[src/rtl/sbc_burst_count.sv]
module sbc_burst_count #(
  parameter int BEAT_BYTES   = 16,
  parameter int CREDIT_BYTES = 16
) (
  input  logic                  clk,
  input  logic                  rst,
  input  logic                  acc,
  input  logic [BEAT_BYTES-1:0] keep,
  input  logic                  last,
  input  logic                  eob,
  output logic                  misalign
);

  localparam int CW = (CREDIT_BYTES > 2) ? $clog2(CREDIT_BYTES) : 1;
  localparam int PW = $clog2(BEAT_BYTES + 1);
  localparam int SW = ((CW > PW) ? CW : PW) + 1;

  logic [CW-1:0] cnt_q;
  logic [PW-1:0] pop;
  logic [SW-1:0] sum;
  logic [CW-1:0] sum_mod;

  always_comb begin
    pop = '0;
    for (int i = 0; i < BEAT_BYTES; i++) begin
      pop = pop + PW'(keep[i]);
    end
  end

  assign sum      = SW'(cnt_q) + SW'(pop);
  assign sum_mod  = sum[CW-1:0];
  assign misalign = eob & ~last & (sum_mod != '0);

  always_ff @(posedge clk) begin
    if (rst) begin
      cnt_q <= '0;
    end else if (acc) begin
      if (eob || last) cnt_q <= '0;
      else             cnt_q <= sum_mod;
    end
  end

  // burst total restarts after a burst or packet end
  a_r5_count_restart: assert property (@(posedge clk) disable iff (rst)
    (acc && (eob || last)) |=> (cnt_q == '0));

  // unaccepted beats leave the total untouched
  a_r6_count_hold: assert property (@(posedge clk) disable iff (rst)
    !acc |=> $stable(cnt_q));

endmodule

[config.mk]
export PLATFORM = sky130hd
export DESIGN_NAME = sbc_burst_count
export DESIGN_NICKNAME = d
export VERILOG_FILES = /design/src/rtl/sbc_burst_count.sv
export SDC_FILE = /design/constraint.sdc
export NUM_CORES = 1
export LEC_CHECK = 0
export ABC_AREA = 1
export BUFFER_PORTS_ARGS = -buffer_cell sky130_fd_sc_hd__buf_2
export CORE_AREA = 5 5 42 44
export CTS_BUF_LIST = sky130_fd_sc_hd__clkbuf_4 sky130_fd_sc_hd__clkbuf_8 sky130_fd_sc_hd__clkbuf_16
export DETAILED_ROUTE_END_ITERATION = 16
export DIE_AREA = 0 0 47 49
export PLACE_DENSITY_LB_ADDON = 0.25
export SLEW_MARGIN = 10
export SYNTH_ARGS = -nofsm -noshare
export SYNTH_HDL_FRONTEND = slang
export SYNTH_SLANG_ARGS = --single-unit
[constraint.sdc]
create_clock -name clk -period 6 [get_ports clk]
set_input_delay 0.3 -clock clk [delete_from_list [all_inputs] [get_ports clk]]
set_output_delay 0.3 -clock clk [all_outputs]
set_load 0.005 [all_outputs]
==> results.py, run 1 <==
metrics = {
    "grt": {
        "grt_pass1_vias": 519,
        "grt_max_degree": 6,
        "grt_pass1_wl_um": 1925,
        "globalRouteOverflowTotal": 0,
        "grt_usage": 0.1126,
        "antenna_found_initial": 0,
    },
    "placed_design": {
        "post-place-ws_ns": 1.825,
        "numPortBuffers": 21,
        "place_congestion": 0.7661,
        "place_inst": 117,
        "dp_hpwl_um": 1068,
    },
    "synthesis": {
        "synth-async-reset-ratio": 0,
        "ys_seq_area_frac": 0.1231,
        "yosysWarnings": 0,
        "synth.largest_area_cell": "fa_1",
        "synth.ff_latch_count": 4,
        "synth_area_per_cell_um2": 8.133,
        "ys_top_cells_by_area": "fa_1 37%, inv_1 16%, dfxtp_1 12%",
        "synth_nets": 118,
        "synth_top_area_frac": 0.3692,
        "synth_edf_count": 0,
        "synth_most_common_cell": "inv_1",
        "yosysUniqueCellTypes": 14,
        "syn_area_um2": 650.6,
        "synth_top_flop_cell": "dfxtp_1",
        "ys_top_cells_by_count": "28 x inv_1, 16 x nand2_1, 12 x fa_1, 5 x ha_1, 4 x dfxtp_1",
        "synth_cells": 80,
    },
    "cells_and_area": {
        "drive_above_1_share": 0.2885,
        "ff_latch_area_um2": 80.08,
        "largestRegisters": "cnt_q x4",
        "final_nets": 144,
        "largest_reg_flops": 4,
        "layout.cells.non_filler": 120,
        "diodes": 0,
        "max_flop_register": "cnt_q",
        "syn_to_final_growth_pct": 22.69,
        "multi_input_area_um2": 465.4,
        "fill_cells": 142,
    },
    "timing": {
        "maxSlewHeadroom": 0.8574,
        "finalCritPeriodShare": 0.6871,
        "rsz0062_at_grt": "false",
        "fin_skew_ns": 0.004890,
        "worst_pin_slew_ns": 0.2122,
        "finalCriticalPeriod_ns": 4.123,
        "setup_tns_ns": 0,
        "fmax_mhz": 242.6,
        "fin_ws_ns": 1.877,
        "hold_violations": 0,
        "maxSlewViolCount": 0,
        "setup_viol": 0,
    },
    "detailed_routing": {
        "met2RoutedLength_um": 616,
        "first_iter_violations": 3,
        "wirelength_um": 1133,
        "post_drt_wl_per_cell_um": 9.442,
        "vias": 518,
        "vias_per_cell": 4.317,
        "drt_first_pass_iters": 2,
        "route.met3.wl_um": 58,
        "wl_met1_um": 447,
        "routed.top_layer": "met4",
        "ant_nets": 0,
        "drc": 0,
    },
    "critical_path": {
        "slowest_delay_ns": 0.54,
        "path_buf_inv": 4,
        "crit_family": "adder cells",
        "crit_fanout": 2,
        "cp-startpoint": "keep[0]",
        "cp_common_cell": "fa_1",
        "worstPathRequired_ns": 5.70,
        "r2r_slack_ns": 2.87,
        "crit_arrival_ns": 3.82,
        "path_cells": "buf_2 > fa_1 > inv_1 > fa_1 > fa_1 > fa_1 > fa_1 > fa_1 > inv_1 > nor3_1 > a21oi_2 > buf_2",
        "rr_startpoint": "cnt_q[0]",
        "worstSetupEndpointType": "output port",
        "start_kind": "input port",
        "cp_slowest_cell": "fa_1",
        "crit_type": "input port to output port",
    },
    "clocking": {
        "clock_sinks": 4,
        "htree_levels": 1,
        "clock_path_buffers": 2,
        "clk_pin_slew_ns": 0.04,
        "tritoncts": "yes",
        "insertion_delay_ns": 0.24,
        "postCtsResizedCells": 0,
        "ctsHoldBuffers": 0,
        "cts-root-buf": "clkbuf_4",
        "cts_buffers": 3,
        "cts_setup_buffers": 0,
    },
    "power_and_ir_drop": {
        "p_per_area_mw_per_mm2": 350.4,
        "ir_worst_vdd_v": 0.0002820,
        "p_leak_nw": 0.4529,
    },
    "die": {
        "core_area_mm2": 0.001401,
        "start_util": 0.4643,
        "die_h_um": 49,
        "die-area_mm2": 0.002303,
        "die_w_um": 47,
        "pin_count": 22,
        "placementRows": 14,
    },
    "job": {
        "timing.max_cap.violations": 0,
    },
    "min_path": {
        "hold_path_class": "input port to flop",
        "worstHoldStart": "rst",
    },
    "status": {
        "status": "finished clean",
    },
}
path summary, 6_finish.rpt:
check        cells after the start       end
max                             12  misalign
min                              2  cnt_q[3]
max reg2reg                      9  cnt_q[2]
min reg2reg                      2  cnt_q[0]
power breakdown:
part | switching [mW] | internal, mW
Clock | 0.0111 | 0.0224
Sequential | 0.00258 | 0.0309
Combinational | 0.121 | 0.0915
Total | 0.135 | 0.145
cells by family (layout without fill, tap and decap cells):
kind of cell             after synthesis  after routing  synth area share
flip-flops                             4              4            0.1231
adder cells (fa/ha/maj)               17             17            0.4654
XOR/XNOR                               1              1           0.01346
buffers and inverters                 28             52            0.1615
AND/OR/NAND/NOR                       25             25            0.1865
AO/OA/AOI/OAI                          5              5           0.05000
layer usage:
layer  vias up  GRT usage
li1        278          -
met5         -          0
met3         2    0.03321
met1       229     0.1233
met2         9     0.2014
met4         0    0.02765
cell usage in the layout, fill, tap and decap left out:
| master | count |
|---|---|
| nand2_1 | 16 |
| xnor2_1 | 1 |
| a21oi_1 | 3 |
| nor2_1 | 2 |
| nand3_1 | 2 |
| nor3_4 | 1 |
| a21oi_2 | 2 |
| nor3_1 | 1 |
| nand2_2 | 2 |
| nand3_2 | 1 |
| ha_1 | 5 |
| buf_2 | 21 |
| fa_1 | 12 |
| inv_1 | 28 |
| clkbuf_4 | 3 |
| dfxtp_1 | 4 |
layout make-up:
cell class,instances,area share
multi-input combinational,48,0.5831
timing repair buffer,21,0.1317
inverter,28,0.1317
sequential,4,0.1003
clock buffer,3,0.02821
tap,16,0.02508
stage by stage:
stage	util	hold WS, ns	power (mW)	cell area [um2]
after CTS	0.5696	0.2650	0.2871	798.3
after global placement	0.5536	0.4697	0.2439	775.7
final	0.5696	0.2732	0.2797	798.3
after detailed placement	0.5536	0.4715	0.2501	775.7
after global routing	0.5696	0.2620	0.3214	798.3
after floorplan	-	0.3624	0.2071	650.6
No activity file was read; power rests on OpenSTA's default activity.
==> inputs of run 2 (changes only) <==
--- a/config.mk
+++ b/config.mk
@@ -7,10 +7,10 @@
 export LEC_CHECK = 0
 export ABC_AREA = 1
 export BUFFER_PORTS_ARGS = -buffer_cell sky130_fd_sc_hd__buf_2
-export CORE_AREA = 5 5 42 44
+export CORE_MARGIN = 5
+export CORE_UTILIZATION = 48
 export CTS_BUF_LIST = sky130_fd_sc_hd__clkbuf_4 sky130_fd_sc_hd__clkbuf_8 sky130_fd_sc_hd__clkbuf_16
 export DETAILED_ROUTE_END_ITERATION = 16
-export DIE_AREA = 0 0 47 49
 export PLACE_DENSITY_LB_ADDON = 0.25
 export SLEW_MARGIN = 10
 export SYNTH_ARGS = -nofsm -noshare
==> constraint.sdc (replaced) <==
create_clock -name clk -period 4.3 [get_ports clk]
set_input_delay 0.215 -clock clk [delete_from_list [all_inputs] [get_ports clk]]
set_output_delay 0.215 -clock clk [all_outputs]
set_load 0.005 [all_outputs]
==> results.py, run 2 (synthesis results as in run 1) <==
metrics = {
    "cells_and_area": {
        "layout.cells.non_filler": 119,
        "diodes": 0,
        "final_nets": 144,
        "final_common_cell": "inv_1",
        "fin_util": 0.6203,
        "mostFrequentLayoutCells": "28 x inv_1, 21 x buf_2, 16 x nand2_1, 12 x fa_1, 5 x ha_1",
        "ff_latch_area_um2": 80.08,
        "largest_reg_flops": 4,
        "syn_to_final_growth_pct": 22.50,
        "largestRegisters": "cnt_q x4",
        "drive_above_1_share": 0.2885,
        "multi_input_area_um2": 465.4,
        "fill_cells": 126,
        "max_flop_register": "cnt_q",
    },
    "detailed_routing": {
        "wl_met1_um": 440,
        "first_iter_violations": 4,
        "met2RoutedLength_um": 619,
        "vias": 514,
        "route.met3.wl_um": 57,
        "routed.top_layer": "met3",
        "wirelength_um": 1117,
        "drt_first_pass_iters": 3,
        "drc": 0,
        "ant_nets": 0,
        "vias_per_cell": 4.319,
        "post_drt_wl_per_cell_um": 9.387,
    },
    "timing": {
        "maxSlewHeadroom": 0.8589,
        "rsz0062_at_grt": "false",
        "fin_skew_ns": 0.007874,
        "finalCriticalPeriod_ns": 3.950,
        "setup_viol": 0,
        "maxSlewViolCount": 0,
        "hold_violations": 0,
        "worst_pin_slew_ns": 0.2101,
        "finalCritPeriodShare": 0.9187,
        "setup_tns_ns": 0,
        "fmax_mhz": 253.2,
    },
    "placed_design": {
        "place_congestion": 0.7596,
        "place_inst": 116,
        "dp_hpwl_um": 1048,
        "numPortBuffers": 21,
    },
    "power_and_ir_drop": {
        "ir_worst_vdd_v": 0.0003637,
        "p_per_area_mw_per_mm2": 487.6,
        "clkPwrFrac": 0.120,
        "p_sw_mw": 0.1871,
        "intPower_mw": 0.2016,
        "p_comb_frac": 0.759,
        "p_seq_frac": 0.121,
        "swShare": 0.4814,
        "p_leak_nw": 0.4529,
    },
    "clocking": {
        "cts_setup_buffers": 0,
        "clk_pin_slew_ns": 0.04,
        "clock_path_buffers": 2,
        "htree_levels": 1,
        "tritoncts": "yes",
        "ctsHoldBuffers": 0,
        "clock_sinks": 4,
        "cts-root-buf": "clkbuf_4",
        "insertion_delay_ns": 0.24,
        "postCtsResizedCells": 0,
        "cts_buffers": 3,
    },
    "critical_path": {
        "crit_arrival_ns": 3.74,
        "path_cells": "buf_2 > fa_1 > inv_1 > fa_1 > fa_1 > fa_1 > fa_1 > fa_1 > inv_1 > nor3_1 > a21oi_2 > buf_2",
        "slowest_delay_ns": 0.54,
        "crit_type": "input port to output port",
        "cp_common_cell": "fa_1",
        "worstSetupEndpointType": "output port",
        "cp_slowest_cell": "fa_1",
        "start_kind": "input port",
        "crit_fanout": 2,
        "worstPathRequired_ns": 4.09,
    },
    "die": {
        "die_w_um": 46.82,
        "die-area_mm2": 0.002192,
        "core_area_mm2": 0.001285,
        "placementRows": 13,
        "pin_count": 22,
        "start_util": 0.5063,
        "die_h_um": 46.82,
    },
    "grt": {
        "grt_usage": 0.1151,
        "grt_max_degree": 6,
        "antenna_found_initial": 0,
        "grt_pass1_wl_um": 1821,
        "globalRouteOverflowTotal": 0,
        "grt_pass1_vias": 505,
    },
    "status": {
        "status": "finished clean",
    },
    "min_path": {
        "hold_path_class": "input port to flop",
    },
    "job": {
        "timing.max_cap.violations": 0,
    },
}
run 2: cell counts in the layout (fill, tap and decap cells not counted):
No cell type changed its count.
run 2: power by group through the flow:
stage	logic, mW	clock network [mW]	registers, mW
floorplan	0.243	0	0.0462
global placement	0.292	0	0.0474
detailed placement	0.300	0	0.0475
CTS	0.303	0.0479	0.0470
global route	0.349	0.0542	0.0474
finish	0.295	0.0468	0.0469
run 2: stage by stage:
stage / setup slack (ns) / total power, mW / hold WS, ns / area [um2]
detailed placement: 0.3143 / 0.3478 / 0.4259 / 774.5
finish: 0.3498 / 0.3887 / 0.1813 / 797.0
global route: 0.2117 / 0.4508 / 0.1779 / 797.0
global placement: 0.3802 / 0.3392 / 0.4232 / 774.5
floorplan: 0.6635 / 0.2889 / 0.2774 / 650.6
CTS: 0.3111 / 0.3980 / 0.1826 / 797.0
run 2: final timing paths:
| kind | from | to | slack [ns] | cells past startpoint |
|---|---|---|---|---|
| max reg2reg | cnt_q[0] | cnt_q[2] | 1.16 | 9 |
| min reg2reg | cnt_q[0] | cnt_q[0] | 0.47 | 2 |
| max | keep[0] | misalign | 0.35 | 12 |
| min | rst | cnt_q[3] | 0.18 | 2 |
run 2: routing by layer:
layer	GRT usage	vias up
met1	0.1268	230
met5	0	-
met2	0.2195	8
met4	0	0
li1	-	276
met3	0.04598	0
run 2: critical path, delay by kind of cell:
family          cells  cell delay, ns
fa+ha+maj           6            2.87
compound gates      1            0.08
simple gates        1            0.22
buf+inv             4            0.33
run 2: final cells by class:
type,count,share of cell area
clock buffers,3,0.02826
inverters,28,0.1319
multi-input cells,48,0.5840
flip-flops and latches,4,0.1005
well taps,15,0.02355
repair buffers,21,0.1319
